[config.mk]
export PLATFORM = sky130hd
export DESIGN_NAME = sdram_access_seq
export DESIGN_NICKNAME = d
export VERILOG_FILES = /design/src/rtl/sdseq_pkg.sv /design/src/rtl/sdseq_ctrl.sv /design/src/rtl/sdseq_cmd_drive.sv /design/src/rtl/sdseq_rd_capture.sv /design/src/rtl/sdram_access_seq.sv
export SDC_FILE = /design/constraint.sdc
export NUM_CORES = 1
export LEC_CHECK = 0
export ABC_AREA = 0
export CAP_MARGIN = 20
export CORE_UTILIZATION = 30
export DETAILED_ROUTE_END_ITERATION = 7
export GPL_ROUTABILITY_DRIVEN = 0
export GPL_TIMING_DRIVEN = 0
export PLACE_DENSITY = 0.63
export SYNTH_ARGS = -nofsm -noshare
export SYNTH_HDL_FRONTEND = slang
export SYNTH_SLANG_ARGS = --single-unit
[constraint.sdc]
create_clock -name clk -period 5.8 [get_ports clk]
set_input_delay 0.87 -clock clk [delete_from_list [all_inputs] [get_ports clk]]
set_output_delay 0.87 -clock clk [all_outputs]
set_load 0.005 [all_outputs]
[src/rtl/sdseq_pkg.sv]
package sdseq_pkg;

   // {cs_n, ras_n, cas_n, we_n}
   typedef enum logic [3:0] {
      CMD_NOP = 4'b0111,
      CMD_ACT = 4'b0011,
      CMD_RD  = 4'b0101,
      CMD_WR  = 4'b0100
   } sd_cmd_e;

   function automatic int unsigned umax(int unsigned a, int unsigned b);
      return (a > b) ? a : b;
   endfunction

endpackage

[src/rtl/sdseq_ctrl.sv]
module sdseq_ctrl #(
   parameter int unsigned LAST_RD = 6,
   parameter int unsigned LAST_WR = 6,
   parameter int unsigned CNT_W   = 3
) (
   input  logic             clk,
   input  logic             rst_n,
   input  logic             req_valid,
   input  logic             req_write,
   input  logic             req_cl3,
   output logic             ready,
   output logic             accept,
   output logic             busy,
   output logic [CNT_W-1:0] cnt,
   output logic             is_write,
   output logic             cl3,
   output logic             done
);

   logic at_last;

   always_comb begin
      at_last = busy && (cnt == (is_write ? CNT_W'(LAST_WR) : CNT_W'(LAST_RD)));
      ready   = !busy || at_last;
      accept  = req_valid && ready;
      done    = at_last;
   end

   always_ff @(posedge clk or negedge rst_n) begin
      if (!rst_n) begin
         busy     <= 1'b0;
         cnt      <= '0;
         is_write <= 1'b0;
         cl3      <= 1'b0;
      end else if (accept) begin
         busy     <= 1'b1;
         cnt      <= '0;
         is_write <= req_write;
         cl3      <= req_cl3;
      end else if (at_last) begin
         busy <= 1'b0;
      end else if (busy) begin
         cnt <= cnt + 1'b1;
      end
   end

endmodule

[src/rtl/sdseq_cmd_drive.sv]
module sdseq_cmd_drive
   import sdseq_pkg::*;
#(
   parameter int unsigned DQ_W       = 64,
   parameter int unsigned MASK_W     = 8,
   parameter int unsigned BA_W       = 2,
   parameter int unsigned ROW_W      = 13,
   parameter int unsigned COL_W      = 9,
   parameter int unsigned ADDR_W     = 13,
   parameter int unsigned AP_BIT     = 10,
   parameter int unsigned CNT_W      = 3,
   parameter int unsigned T_RCD      = 2,
   parameter int unsigned CL_LO      = 2,
   parameter int unsigned CL_HI      = 3,
   parameter int unsigned DQM_RD_LAT = 2
) (
   input  logic              busy,
   input  logic [CNT_W-1:0]  cnt,
   input  logic              is_write,
   input  logic              cl3,
   input  logic [BA_W-1:0]   bank,
   input  logic [ROW_W-1:0]  row,
   input  logic [COL_W-1:0]  col,
   input  logic [DQ_W-1:0]   wdata,
   input  logic [MASK_W-1:0] mask,
   output sd_cmd_e           cmd,
   output logic [BA_W-1:0]   ba,
   output logic [ADDR_W-1:0] addr,
   output logic [MASK_W-1:0] dqm,
   output logic [DQ_W-1:0]   dq_out,
   output logic              dq_oe,
   output logic              rd_issue
);

   // read mask slot: DQM_RD_LAT cycles ahead of the data
   localparam int unsigned MSK_LO = T_RCD + CL_LO - DQM_RD_LAT;
   localparam int unsigned MSK_HI = T_RCD + CL_HI - DQM_RD_LAT;

   logic act_cyc, rw_cyc, wr_cyc, rmask_cyc;

   always_comb begin
      act_cyc   = busy && (cnt == '0);
      rw_cyc    = busy && (cnt == CNT_W'(T_RCD));
      wr_cyc    = rw_cyc && is_write;
      rd_issue  = rw_cyc && !is_write;
      rmask_cyc = busy && !is_write &&
                  (cnt == (cl3 ? CNT_W'(MSK_HI) : CNT_W'(MSK_LO)));

      cmd = CMD_NOP;
      if (act_cyc)     cmd = CMD_ACT;
      else if (wr_cyc) cmd = CMD_WR;
      else if (rw_cyc) cmd = CMD_RD;

      ba   = (act_cyc || rw_cyc) ? bank : '0;
      addr = '0;
      if (act_cyc) begin
         addr[ROW_W-1:0] = row;
      end else if (rw_cyc) begin
         addr[COL_W-1:0] = col;
         addr[AP_BIT]    = 1'b1;
      end

      dqm    = (wr_cyc || rmask_cyc) ? mask : '0;
      dq_oe  = wr_cyc;
      dq_out = wr_cyc ? wdata : '0;
   end

endmodule

[src/rtl/sdseq_rd_capture.sv]
module sdseq_rd_capture #(
   parameter int unsigned DQ_W  = 64,
   parameter int unsigned CL_LO = 2,
   parameter int unsigned CL_HI = 3
) (
   input  logic            clk,
   input  logic            rst_n,
   input  logic            rd_issue,
   input  logic            cl_hi_sel,
   input  logic [DQ_W-1:0] dq_in,
   output logic            rd_valid,
   output logic [DQ_W-1:0] rd_data
);

   localparam int unsigned LANES = DQ_W / 8;

   logic [CL_HI:1] tok;
   logic           sel_q;
   logic           hit;

   assign hit = sel_q ? tok[CL_HI] : tok[CL_LO];

   always_ff @(posedge clk or negedge rst_n) begin
      if (!rst_n) begin
         tok      <= '0;
         sel_q    <= 1'b0;
         rd_valid <= 1'b0;
      end else begin
         tok      <= {tok[CL_HI-1:1], rd_issue};
         if (rd_issue) sel_q <= cl_hi_sel;
         rd_valid <= hit;
      end
   end

   for (genvar g = 0; g < LANES; g++) begin : g_lane
      always_ff @(posedge clk or negedge rst_n) begin
         if (!rst_n)   rd_data[g*8 +: 8] <= '0;
         else if (hit) rd_data[g*8 +: 8] <= dq_in[g*8 +: 8];
      end
   end

endmodule

[src/rtl/sdram_access_seq.sv]
module sdram_access_seq
   import sdseq_pkg::*;
#(
   parameter int unsigned DQ_W       = 64,
   parameter int unsigned BA_W       = 2,
   parameter int unsigned ROW_W      = 13,
   parameter int unsigned COL_W      = 9,
   parameter int unsigned ADDR_W     = 13,
   parameter int unsigned AP_BIT     = 10,
   parameter int unsigned T_RCD      = 2,
   parameter int unsigned T_RAS      = 5,
   parameter int unsigned T_RC       = 7,
   parameter int unsigned T_RP       = 2,
   parameter int unsigned T_WR       = 1,
   parameter int unsigned T_DAL_MIN  = 5,
   parameter int unsigned CL_LO      = 2,
   parameter int unsigned CL_HI      = 3,
   parameter int unsigned DQM_RD_LAT = 2
) (
   input  logic              clk,
   input  logic              rst_n,
   input  logic              req_valid,
   output logic              req_ready,
   input  logic              req_write,
   input  logic [BA_W-1:0]   req_bank,
   input  logic [ROW_W-1:0]  req_row,
   input  logic [COL_W-1:0]  req_col,
   input  logic [DQ_W-1:0]   req_wdata,
   input  logic [DQ_W/8-1:0] req_mask,
   input  logic              cfg_cl3,
   output logic              sd_cs_n,
   output logic              sd_ras_n,
   output logic              sd_cas_n,
   output logic              sd_we_n,
   output logic [BA_W-1:0]   sd_ba,
   output logic [ADDR_W-1:0] sd_addr,
   output logic [DQ_W/8-1:0] sd_dqm,
   output logic [DQ_W-1:0]   sd_dq_out,
   output logic              sd_dq_oe,
   input  logic [DQ_W-1:0]   sd_dq_in,
   output logic              rd_valid,
   output logic [DQ_W-1:0]   rd_data,
   output logic              done
);

   localparam int unsigned MASK_W   = DQ_W / 8;
   localparam int unsigned RD_CLOSE = umax(T_RC, umax(T_RAS, T_RCD + 1) + T_RP);
   localparam int unsigned WR_CLOSE = umax(T_RC, umax(T_RAS + T_RP,
                                      T_RCD + umax(T_WR + T_RP, T_DAL_MIN)));
   localparam int unsigned LAST_RD  = umax(RD_CLOSE - 1, T_RCD + CL_HI + 1);
   localparam int unsigned LAST_WR  = WR_CLOSE - 1;
   localparam int unsigned CNT_W    = $clog2(umax(LAST_RD, LAST_WR) + 1);

   if (DQ_W % 8 != 0)            $error("data width must be whole bytes");
   if (ROW_W > ADDR_W)           $error("row does not fit the address bus");
   if (AP_BIT >= ADDR_W)         $error("auto-precharge bit outside the address bus");
   if (COL_W > AP_BIT)           $error("column overlaps the auto-precharge bit");
   if (CL_LO < DQM_RD_LAT)       $error("read mask would precede the read command");
   if (CL_HI < CL_LO || CL_HI < 2) $error("bad CAS latency pair");
   if (T_RCD < 1)                $error("row-to-column delay must be at least 1");

   logic              accept, busy, is_write, cl3;
   logic [CNT_W-1:0]  cnt;
   logic [BA_W-1:0]   bank_q;
   logic [ROW_W-1:0]  row_q;
   logic [COL_W-1:0]  col_q;
   logic [DQ_W-1:0]   wdata_q;
   logic [MASK_W-1:0] mask_q;
   logic              rd_issue;
   sd_cmd_e           cmd;

   always_ff @(posedge clk or negedge rst_n) begin
      if (!rst_n) begin
         bank_q  <= '0;
         row_q   <= '0;
         col_q   <= '0;
         wdata_q <= '0;
         mask_q  <= '0;
      end else if (accept) begin
         bank_q  <= req_bank;
         row_q   <= req_row;
         col_q   <= req_col;
         wdata_q <= req_wdata;
         mask_q  <= req_mask;
      end
   end

   sdseq_ctrl #(
      .LAST_RD (LAST_RD),
      .LAST_WR (LAST_WR),
      .CNT_W   (CNT_W)
   ) u_ctrl (
      .clk       (clk),
      .rst_n     (rst_n),
      .req_valid (req_valid),
      .req_write (req_write),
      .req_cl3   (cfg_cl3),
      .ready     (req_ready),
      .accept    (accept),
      .busy      (busy),
      .cnt       (cnt),
      .is_write  (is_write),
      .cl3       (cl3),
      .done      (done)
   );

   sdseq_cmd_drive #(
      .DQ_W       (DQ_W),
      .MASK_W     (MASK_W),
      .BA_W       (BA_W),
      .ROW_W      (ROW_W),
      .COL_W      (COL_W),
      .ADDR_W     (ADDR_W),
      .AP_BIT     (AP_BIT),
      .CNT_W      (CNT_W),
      .T_RCD      (T_RCD),
      .CL_LO      (CL_LO),
      .CL_HI      (CL_HI),
      .DQM_RD_LAT (DQM_RD_LAT)
   ) u_drive (
      .busy     (busy),
      .cnt      (cnt),
      .is_write (is_write),
      .cl3      (cl3),
      .bank     (bank_q),
      .row      (row_q),
      .col      (col_q),
      .wdata    (wdata_q),
      .mask     (mask_q),
      .cmd      (cmd),
      .ba       (sd_ba),
      .addr     (sd_addr),
      .dqm      (sd_dqm),
      .dq_out   (sd_dq_out),
      .dq_oe    (sd_dq_oe),
      .rd_issue (rd_issue)
   );

   assign {sd_cs_n, sd_ras_n, sd_cas_n, sd_we_n} = cmd;

   sdseq_rd_capture #(
      .DQ_W  (DQ_W),
      .CL_LO (CL_LO),
      .CL_HI (CL_HI)
   ) u_rdcap (
      .clk       (clk),
      .rst_n     (rst_n),
      .rd_issue  (rd_issue),
      .cl_hi_sel (cl3),
      .dq_in     (sd_dq_in),
      .rd_valid  (rd_valid),
      .rd_data   (rd_data)
   );

endmodule

==> results.md, run 1 <==
* DR WL met3 at 1206 um
* Most Frequent Cell on Critical Path: clkbuf_1
* # Max-Cap Violations at 0
* Die Span X at 156.9 um
* Most frequent cells in the layout: clkdlybuf4s50_1, dfrtp_1, mux2_2, and2_1, mux2_4
* Via count at 4947
* Yosys cell types at 33
* Height of the die at 156.9 um
* Mapped Cells at 486
* Row count at 56
* Largest net degree at the start of global routing at 104
* Final-layout fill cell count at 2149
* RSZ-0062 raised after global routing: no
* Post-synth EDFFs at 0
* Num CTS Buffers at 17
* Iter 0 DRT Violations at 172
* Rel. slew slack at 42.73%
* CTS max path bufs at 2
* Clock-pin slew on the worst setup and hold paths at 0.06 ns
* Ys Warns at 0
* CP bufs+invs at 4
* Worst Slack Setup Final at 1.865 ns
* Fin crit period at 3.935 ns
* Starting Density at 30.66%
* Grt ovf at 0
* Routed wire per std cell at 16.29 um
* Status: finished clean
* Clock Latency Late Sink at 0.43 ns
* CP Launch Type: flip-flop
* I/O pin count at 324
* 1st-pass router iterations at 4
* Total Power at 5.514 mW
* Htree depth at 4
* Post-route design area at 0.01142 sq mm
* CTS tree: yes
* Drt total wl at 18900 um
* Slowest stage delay, CP at 0.53 ns
* Vias/cell at 4.265
* Area Growth Syn to Fin at 58.65%
* Post-synth net total at 654
* Worst EP arrival at 3.07 ns
* Final slew viol count at 0
* DRT antenna net count at 0
* Crit path max-delay family: buffers and inverters
* WS Path Type: flip-flop to output pin
* Final Skew at 0.01310 ns
* DIE AREA at 0.02461 sq mm
* Seq/Total Area, Yosys at 59.47%
* First-pass GRT wire length at 29310 um
* Area after DPL at 0.01085 sq mm
* Asr flop ratio synth at 100.0%
* Crit-path cells: inv_1 -> ha_1 -> and4b_1 -> clkbuf_1 -> clkbuf_1 -> and2_1 -> clkdlybuf4s50_1
* Fmax at 0.2541 GHz
* Final hold vios at 0
* Share of layout cells above drive strength 1 at 25.80%
* Syn Area/Cell at 14.81 sq um
* CTS Sinks at 171
* Max rail drop VDD at 0.1862 mV
* WP data required at 4.93 ns
* Setup Viol. Count Final at 0
* DP HPWL at 13950 um
* Remaining DRCs at 0
* Most common cell after layout, fill and taps aside: clkdlybuf4s50_1
* Worst hold path type: flip-flop to flip-flop
* Crit. End Element: output pin
* Post-synthesis register bit count at 171
* Resize count post-CTS at 0
* # hold bufs at CTS at 0
* Top sig layer: met4
* PortBufs at 322
* Critical-path top delay cell: clkdlybuf4s50_1
* Top_reg_cell synth: dfrtp_1
* Wire length on met1 at 8103 um
* Non-Filler Instances at 1160
* Vias in the first global route at 5205
* Root Buffer Master: clkbuf_16
* Final core occ at 48.64%
* Tightest Pin Transition at 0.8479 ns
* Post-layout nets at 996
* Met2 routed WL at 9327 um
* Core area at 0.02347 sq mm
* Fin crit share at 67.85%
* Antenna Diode Count at 0
* Critical path fanouts, max at 10
* Initial antenna violation count at 0
* Placed instance count at 1128
* Postcts setup bufs at 0
* Gr usage total at 15.78%
* Power per cell area at 483.0 mW/mm^2
* Synthesized area at 0.007196 sq mm
* Leakage at 4.856 nW
* Setup Slack @ Placement at 2.216 ns
Yosys cell counts (all sizes together), types with 3 or more instances:
| master | n | area [sq um] |
|---|---|---|
| and2 | 67 | 419.2 |
| ha | 3 | 37.54 |
| buf | 20 | 170.2 |
| nor2 | 3 | 11.26 |
| inv | 9 | 33.78 |
| clkbuf | 8 | 30.03 |
| nand2 | 4 | 15.01 |
| dfrtp | 171 | 4279 |
| nor2b | 9 | 56.30 |
| a22o | 9 | 78.83 |
| and3 | 4 | 25.02 |
| mux2 | 163 | 1911 |
routing by layer:
metal	GRT usage, %	up-vias
li1	-	2352
met1	19.37	2423
met2	26.37	156
met3	4.431	16
met4	5.602	0
met5	0	-
cells by family (layout without fill, tap and decap cells):
kind of cell / after synthesis / count (layout) / synth area share [%]
buffers and inverters: 37 / 392 / 3.252
AO/OA/AOI/OAI: 17 / 17 / 1.948
XOR/XNOR: 1 / 1 / 0.1217
other: 1 / 1 / 0.05211
multiplexers: 164 / 164 / 26.69
flip-flops: 171 / 171 / 59.47
adder cells (fa/ha/maj): 3 / 3 / 0.5217
AND/OR/NAND/NOR: 92 / 92 / 7.946
flip-flops by register name, indices dropped and copies added, names as in the netlist:
name,cells
bank_q,2
col_q,9
mask_q,8
row_q,13
u_ctrl.busy,1
u_ctrl.cl3,1
u_ctrl.cnt,3
u_ctrl.is_write,1
u_rdcap.rd_data,64
u_rdcap.rd_valid,1
u_rdcap.sel_q,1
u_rdcap.tok,3
wdata_q,64
through the flow:
| stage | hold WS [ns] | setup TNS, ns |
|---|---|---|
| floorplan | 0.3312 | 0 |
| global placement | 0.3336 | -640.12 |
| detailed placement | 0.3356 | 0 |
| CTS | 0.3505 | 0 |
| global route | 0.3620 | 0 |
| finish | 0.3470 | 0 |
final cells by class:
class                      instances  area (sq um)  area share (%)
sequential                       171          4279           37.48
timing repair buffer             323          3256           28.52
multi-input combinational        278          2683           23.50
clock buffer                      19         432.9           3.792
tap                              319         399.1           3.496
buffer                            28         200.2           1.754
clock inverter                    13         132.6           1.162
inverter                           9         33.78          0.2959
where the power goes:
part	switching [mW]	total, mW	internal, mW
registers	0.274	2.08	1.80
clock network	0.512	1.12	0.604
logic	0.761	2.32	1.56
total	1.55	5.51	3.97
worst paths after layout:
| kind | start | endpoint | slack, ns | depth (start not counted) |
|---|---|---|---|---|
| max in group asynchronous | rst_n | u_rdcap.rd_data[59] | 4.49 | 2 |
| min in group asynchronous | rst_n | wdata_q[37] | 0.37 | 1 |
| setup reg to reg | u_ctrl.cnt[0] | wdata_q[25] | 3.68 | 8 |
| hold / removal | u_rdcap.tok[1] | u_rdcap.tok[2] | 0.35 | 0 |
| setup / recovery | u_ctrl.cnt[0] | sd_dq_out[21] | 1.86 | 7 |
| hold reg to reg | u_rdcap.tok[1] | u_rdcap.tok[2] | 0.35 | 0 |
No activity file was read; power rests on OpenSTA's default activity.
==> run 2: changes to the inputs <==
- clock period: 5.8 -> 3.72 ns (I/O delays scaled with it)
==> results.md, run 2 (synthesized netlist as in run 1, its figures left out) <==
* R2R cell count at 8
* I/O pin count at 324
* Fin crit period at 3.460 ns
* Crit path max-delay family: buffers and inverters
* WS Path Type: flip-flop to output pin
* Most common cell after layout, fill and taps aside: clkdlybuf4s50_1
* FF-to-FF Start: u_ctrl.cnt[0]
* Critical path fanouts, max at 10
* Rel. slew slack at 42.72%
* Area after DPL at 0.01085 sq mm
* Routed wire per std cell at 16.29 um
* CTS max path bufs at 2
* Root Buffer Master: clkbuf_16
* Postcts setup bufs at 0
* Post-layout nets at 996
* Final Skew at 0.01310 ns
* Grt ovf at 0
* Antenna Diode Count at 0
* 1st-pass router iterations at 4
* Clock-pin slew on the worst setup and hold paths at 0.08 ns
* CTS Sinks at 171
* Final-layout fill cell count at 2151
* Tightest Pin Transition at 0.8481 ns
* Row count at 56
* DRT antenna net count at 0
* CTS tree: yes
* CP Launch Type: flip-flop
* Total Power at 8.600 mW
* Power per cell area at 753.1 mW/mm^2
* Final slew viol count at 0
* Iter 0 DRT Violations at 168
* Critical-path top delay cell: clkdlybuf4s50_1
* Largest net degree at the start of global routing at 104
* Setup Viol. Count Final at 0
* Most frequent cells in the layout: clkdlybuf4s50_1, dfrtp_1, mux2_2, and2_1, mux2_4
* Drt total wl at 18900 um
* Vias/cell at 4.264
* Gr usage total at 15.78%
* Crit path capture: sd_dq_out[50]
* # Max-Cap Violations at 0
* Core area at 0.02347 sq mm
* Largest regs: u_rdcap.rd_data (64), wdata_q (64), row_q (13)
* Num CTS Buffers at 17
* Max rail drop VDD at 0.2905 mV
* PortBufs at 322
* Crit. End Element: output pin
* Leakage at 4.863 nW
* CP Depth at 7
* Vias in the first global route at 5205
* Htree depth at 4
* CP bufs+invs at 4
* Worst EP arrival at 2.90 ns
* RR Endpoint: wdata_q[25]
* RSZ-0062 raised after global routing: no
* Starting Density at 30.66%
* Final hold vios at 0
* Status: finished clean
* Slowest stage delay, CP at 0.52 ns
* Height of the die at 156.9 um
* Fin crit share at 93.00%
* First-pass GRT wire length at 29310 um
* Share of layout cells above drive strength 1 at 26.04%
* Critical path startpoint: u_ctrl.cnt[0]
* Post-route design area at 0.01142 sq mm
* Via count at 4946
* WP data required at 3.16 ns
* Fmax at 0.2891 GHz
* Die Span X at 156.9 um
* Worst hold path type: input port to asynchronous set/reset pin
* Initial antenna violation count at 0
* Clock Latency Late Sink at 0.43 ns
* Area Growth Syn to Fin at 58.69%
* DP HPWL at 13950 um
* Remaining DRCs at 0
* DIE AREA at 0.02461 sq mm
* Crit-path cells: inv_1 -> ha_1 -> and4b_1 -> clkbuf_2 -> clkbuf_1 -> and2_1 -> clkdlybuf4s50_1
* R2R setup slack at 1.60 ns
-- run 2: layout make-up --
cell class | count | area (sq um) | area share, %
Multi-Input combinational cell | 278 | 2683 | 23.49
Buffer | 28 | 202.7 | 1.775
Tap cell | 319 | 399.1 | 3.495
Clock inverter | 13 | 132.6 | 1.162
Inverter | 9 | 33.78 | 0.2959
Timing Repair Buffer | 323 | 3256 | 28.51
Clock buffer | 19 | 432.9 | 3.791
Sequential cell | 171 | 4279 | 37.48
-- run 2: metrics by stage --
stage,utilization (%),instances,hold WS [ns],setup TNS [ns],worst slack (ns)
after CTS,48.64,1160,0.08553,0,0.1516
after floorplan,-,486,0.2624,0,1.556
after global routing,48.65,1160,0.09222,0,0.01030
after global placement,46.09,1127,0.3336,-942.45,-5.526
after detailed placement,46.23,1128,0.3356,0,0.4484
final,48.65,1160,0.06071,0,0.2605
-- run 2: report_power, final --
part,leakage [nW],internal (mW),switching (mW),total [mW]
sequential,2.03,2.81,0.427,3.24
clock,0.269,0.942,0.799,1.74
combinational,2.56,2.43,1.19,3.62
-- run 2: what timing repair did --
item / 4_1_cts / 5_1_grt
endpoints found under the setup margin: 7 / 10
gates resized for setup: 1 / 2
hold buffers: 0 / 0
-- run 2: worst min-delay path by stage --
| stage | slack [ns] | end | from | cells after the start |
|---|---|---|---|---|
| final | 0.06 | wdata_q[37] | rst_n | 1 |
| after global routing | 0.09 | wdata_q[37] | rst_n | 1 |
| after CTS | 0.09 | wdata_q[37] | rst_n | 1 |
| after global placement | 0.33 | u_rdcap.tok[2] | u_rdcap.tok[1] | 0 |
| after detailed placement | 0.34 | u_rdcap.tok[2] | u_rdcap.tok[1] | 0 |
| after floorplan | 0.26 | bank_q[0] | rst_n | 0 |
-- run 2: metal layers --
layer  vias up  routed length [um]  GRT usage [%]
li1       2352                   -              -
met1      2424                8114          19.37
met2       155                9336          26.37
met3        15                1188          4.431
met4         0                 262          5.602
met5         -                   0              0
==> run 3: changes to the inputs <==
- PLACE_DENSITY: 0.63 -> 0.58
==> results.md, run 3 (synthesized netlist as in run 1, its figures left out) <==
* Status: finished clean
* Worst hold path type: input port to asynchronous set/reset pin
* 1st-pass router iterations at 4
* Drt total wl at 20260 um
* Crit. End Element: output pin
* DIE AREA at 0.02461 sq mm
* Largest net degree at the start of global routing at 109
* Final-layout fill cell count at 2112
* Remaining DRCs at 0
* Worst Slack Setup Final at 0.2667 ns
* Fin crit period at 3.453 ns
* PortBufs at 322
* Total Power at 8.758 mW
* Routed wire per std cell at 17.45 um
* Clock Latency Late Sink at 0.43 ns
* Power per cell area at 764.3 mW/mm^2
* Hold Slack at 0.06376 ns
* Final slew viol count at 0
* Gr usage total at 16.87%
* Area after DPL at 0.01085 sq mm
* Rel. slew slack at 46.11%
* Core area at 0.02347 sq mm
* WS Path Type: flip-flop to output pin
* CTS max path bufs at 2
* Height of the die at 156.9 um
* # Max-Cap Violations at 0
* Crit-path cells: inv_1 -> ha_1 -> and4b_1 -> clkbuf_2 -> clkbuf_1 -> and2_1 -> clkdlybuf4s50_1
* Tightest Pin Transition at 0.7978 ns
* R2R setup slack at 1.58 ns
* Most frequent cells in the layout: clkdlybuf4s50_1, dfrtp_1, mux2_2, and2_1, mux2_4
* Final hold vios at 0
* Via count at 5039
* Clock-pin slew on the worst setup and hold paths at 0.07 ns
* DP HPWL at 15460 um
* Post-layout nets at 996
* Starting Density at 30.66%
* Grt ovf at 0
* R2R cell count at 8
* Slowest stage delay, CP at 0.52 ns
* Postcts setup bufs at 0
* RR Endpoint: wdata_q[36]
* Share of layout cells above drive strength 1 at 26.04%
* Leakage at 4.884 nW
* Critical-path top delay cell: clkdlybuf4s50_1
* Most common cell after layout, fill and taps aside: clkdlybuf4s50_1
* RSZ-0062 raised after global routing: no
* CTS Sinks at 171
* Max rail drop VDD at 0.2858 mV
* Fin crit share at 92.83%
* FF-to-FF Start: u_ctrl.cnt[0]
* Vias/cell at 4.340
* Num CTS Buffers at 17
* I/O pin count at 324
* Iter 0 DRT Violations at 154
* CTS tree: yes
* Final setup TNS at 0 ns
* Final Skew at 0.009067 ns
* Vias in the first global route at 5613
* Largest regs: u_rdcap.rd_data (64), wdata_q (64), row_q (13)
* Setup Viol. Count Final at 0
* Critical path startpoint: u_ctrl.cnt[0]
* Post-route design area at 0.01146 sq mm
* Critical path fanouts, max at 10
* DRT antenna net count at 0
* CP Launch Type: flip-flop
* Htree depth at 4
* Root Buffer Master: clkbuf_16
* Setup Slack @ Placement at 0.4673 ns
* Area Growth Syn to Fin at 59.26%
* Die Span X at 156.9 um
* Row count at 56
* Worst EP arrival at 2.90 ns
* Initial antenna violation count at 1
* WP data required at 3.16 ns
* First-pass GRT wire length at 31400 um
* Fmax at 0.2896 GHz
[run 3: changes by cell type in the layout (fill, tap and decap cells not counted), sizes merged]
| cell | delta |
|---|---|
| diode | +1 |
| inv | -3 |
| bufinv | +1 |
| clkinvlp | -1 |
| clkbuf | +3 |
[run 3: worst max-delay path by stage]
stage                          end  slack (ns)  cells after the start
4_1_cts              sd_dq_out[22]        0.14                      7
3_3_place_gp   u_rdcap.rd_data[28]       -4.84                      1
6_report             sd_dq_out[47]        0.27                      7
3_5_place_dp         sd_dq_out[22]        0.47                      7
5_1_grt              sd_dq_out[51]       0.006                      7
2_1_floorplan        sd_dq_out[15]        1.56                      6
[run 3: repair_timing]
action,CTS,global route
gates resized for setup,1,2
pin swaps,0,0
setup endpoints to repair,3,3
hold buffers,0,0
[run 3: where the power goes]
group          internal, mW  total, mW  switching (mW)
clock                  1.06       1.82           0.766
combinational          2.43       3.65            1.22
sequential             2.82       3.29           0.470
[run 3: cell type report]
class                      count  area [sq um]  area share (%)
clock inverter                10         130.1           1.136
buffer                        28         202.7           1.769
antenna                        1         2.502         0.02184
sequential                   171          4279           37.34
timing repair buffer         323          3256           28.41
multi-input combinational    278          2683           23.41
inverter                       9         33.78          0.2948
clock buffer                  22         474.2           4.138
tap                          319         399.1           3.483
[run 3: per-stage QoR]
| step | utilization [%] | instances |
|---|---|---|
| 6_report | 48.82 | 1161 |
| 2_1_floorplan | - | 486 |
| 4_1_cts | 48.81 | 1160 |
| 5_1_grt | 48.81 | 1160 |
| 3_3_place_gp | 46.09 | 1127 |
| 3_5_place_dp | 46.23 | 1128 |
[run 3: layer usage]
metal	wire length (um)	global-route usage, %	part of all wire (%)	up-vias
met5	16	0	0.079	-
met4	313	5.929	1.5	2
met3	1277	5.068	6.3	20
met1	7740	18.78	38	2528
met2	10910	30.29	54	148
li1	-	-	-	2341
[run 3: worst max-delay path, delay by kind of cell, from the launching register on]
family	cells	cell delay [ns]
flops	1	0.41
buf+inv	4	1.24
fa+ha+maj	1	0.31
simple gates	2	0.52
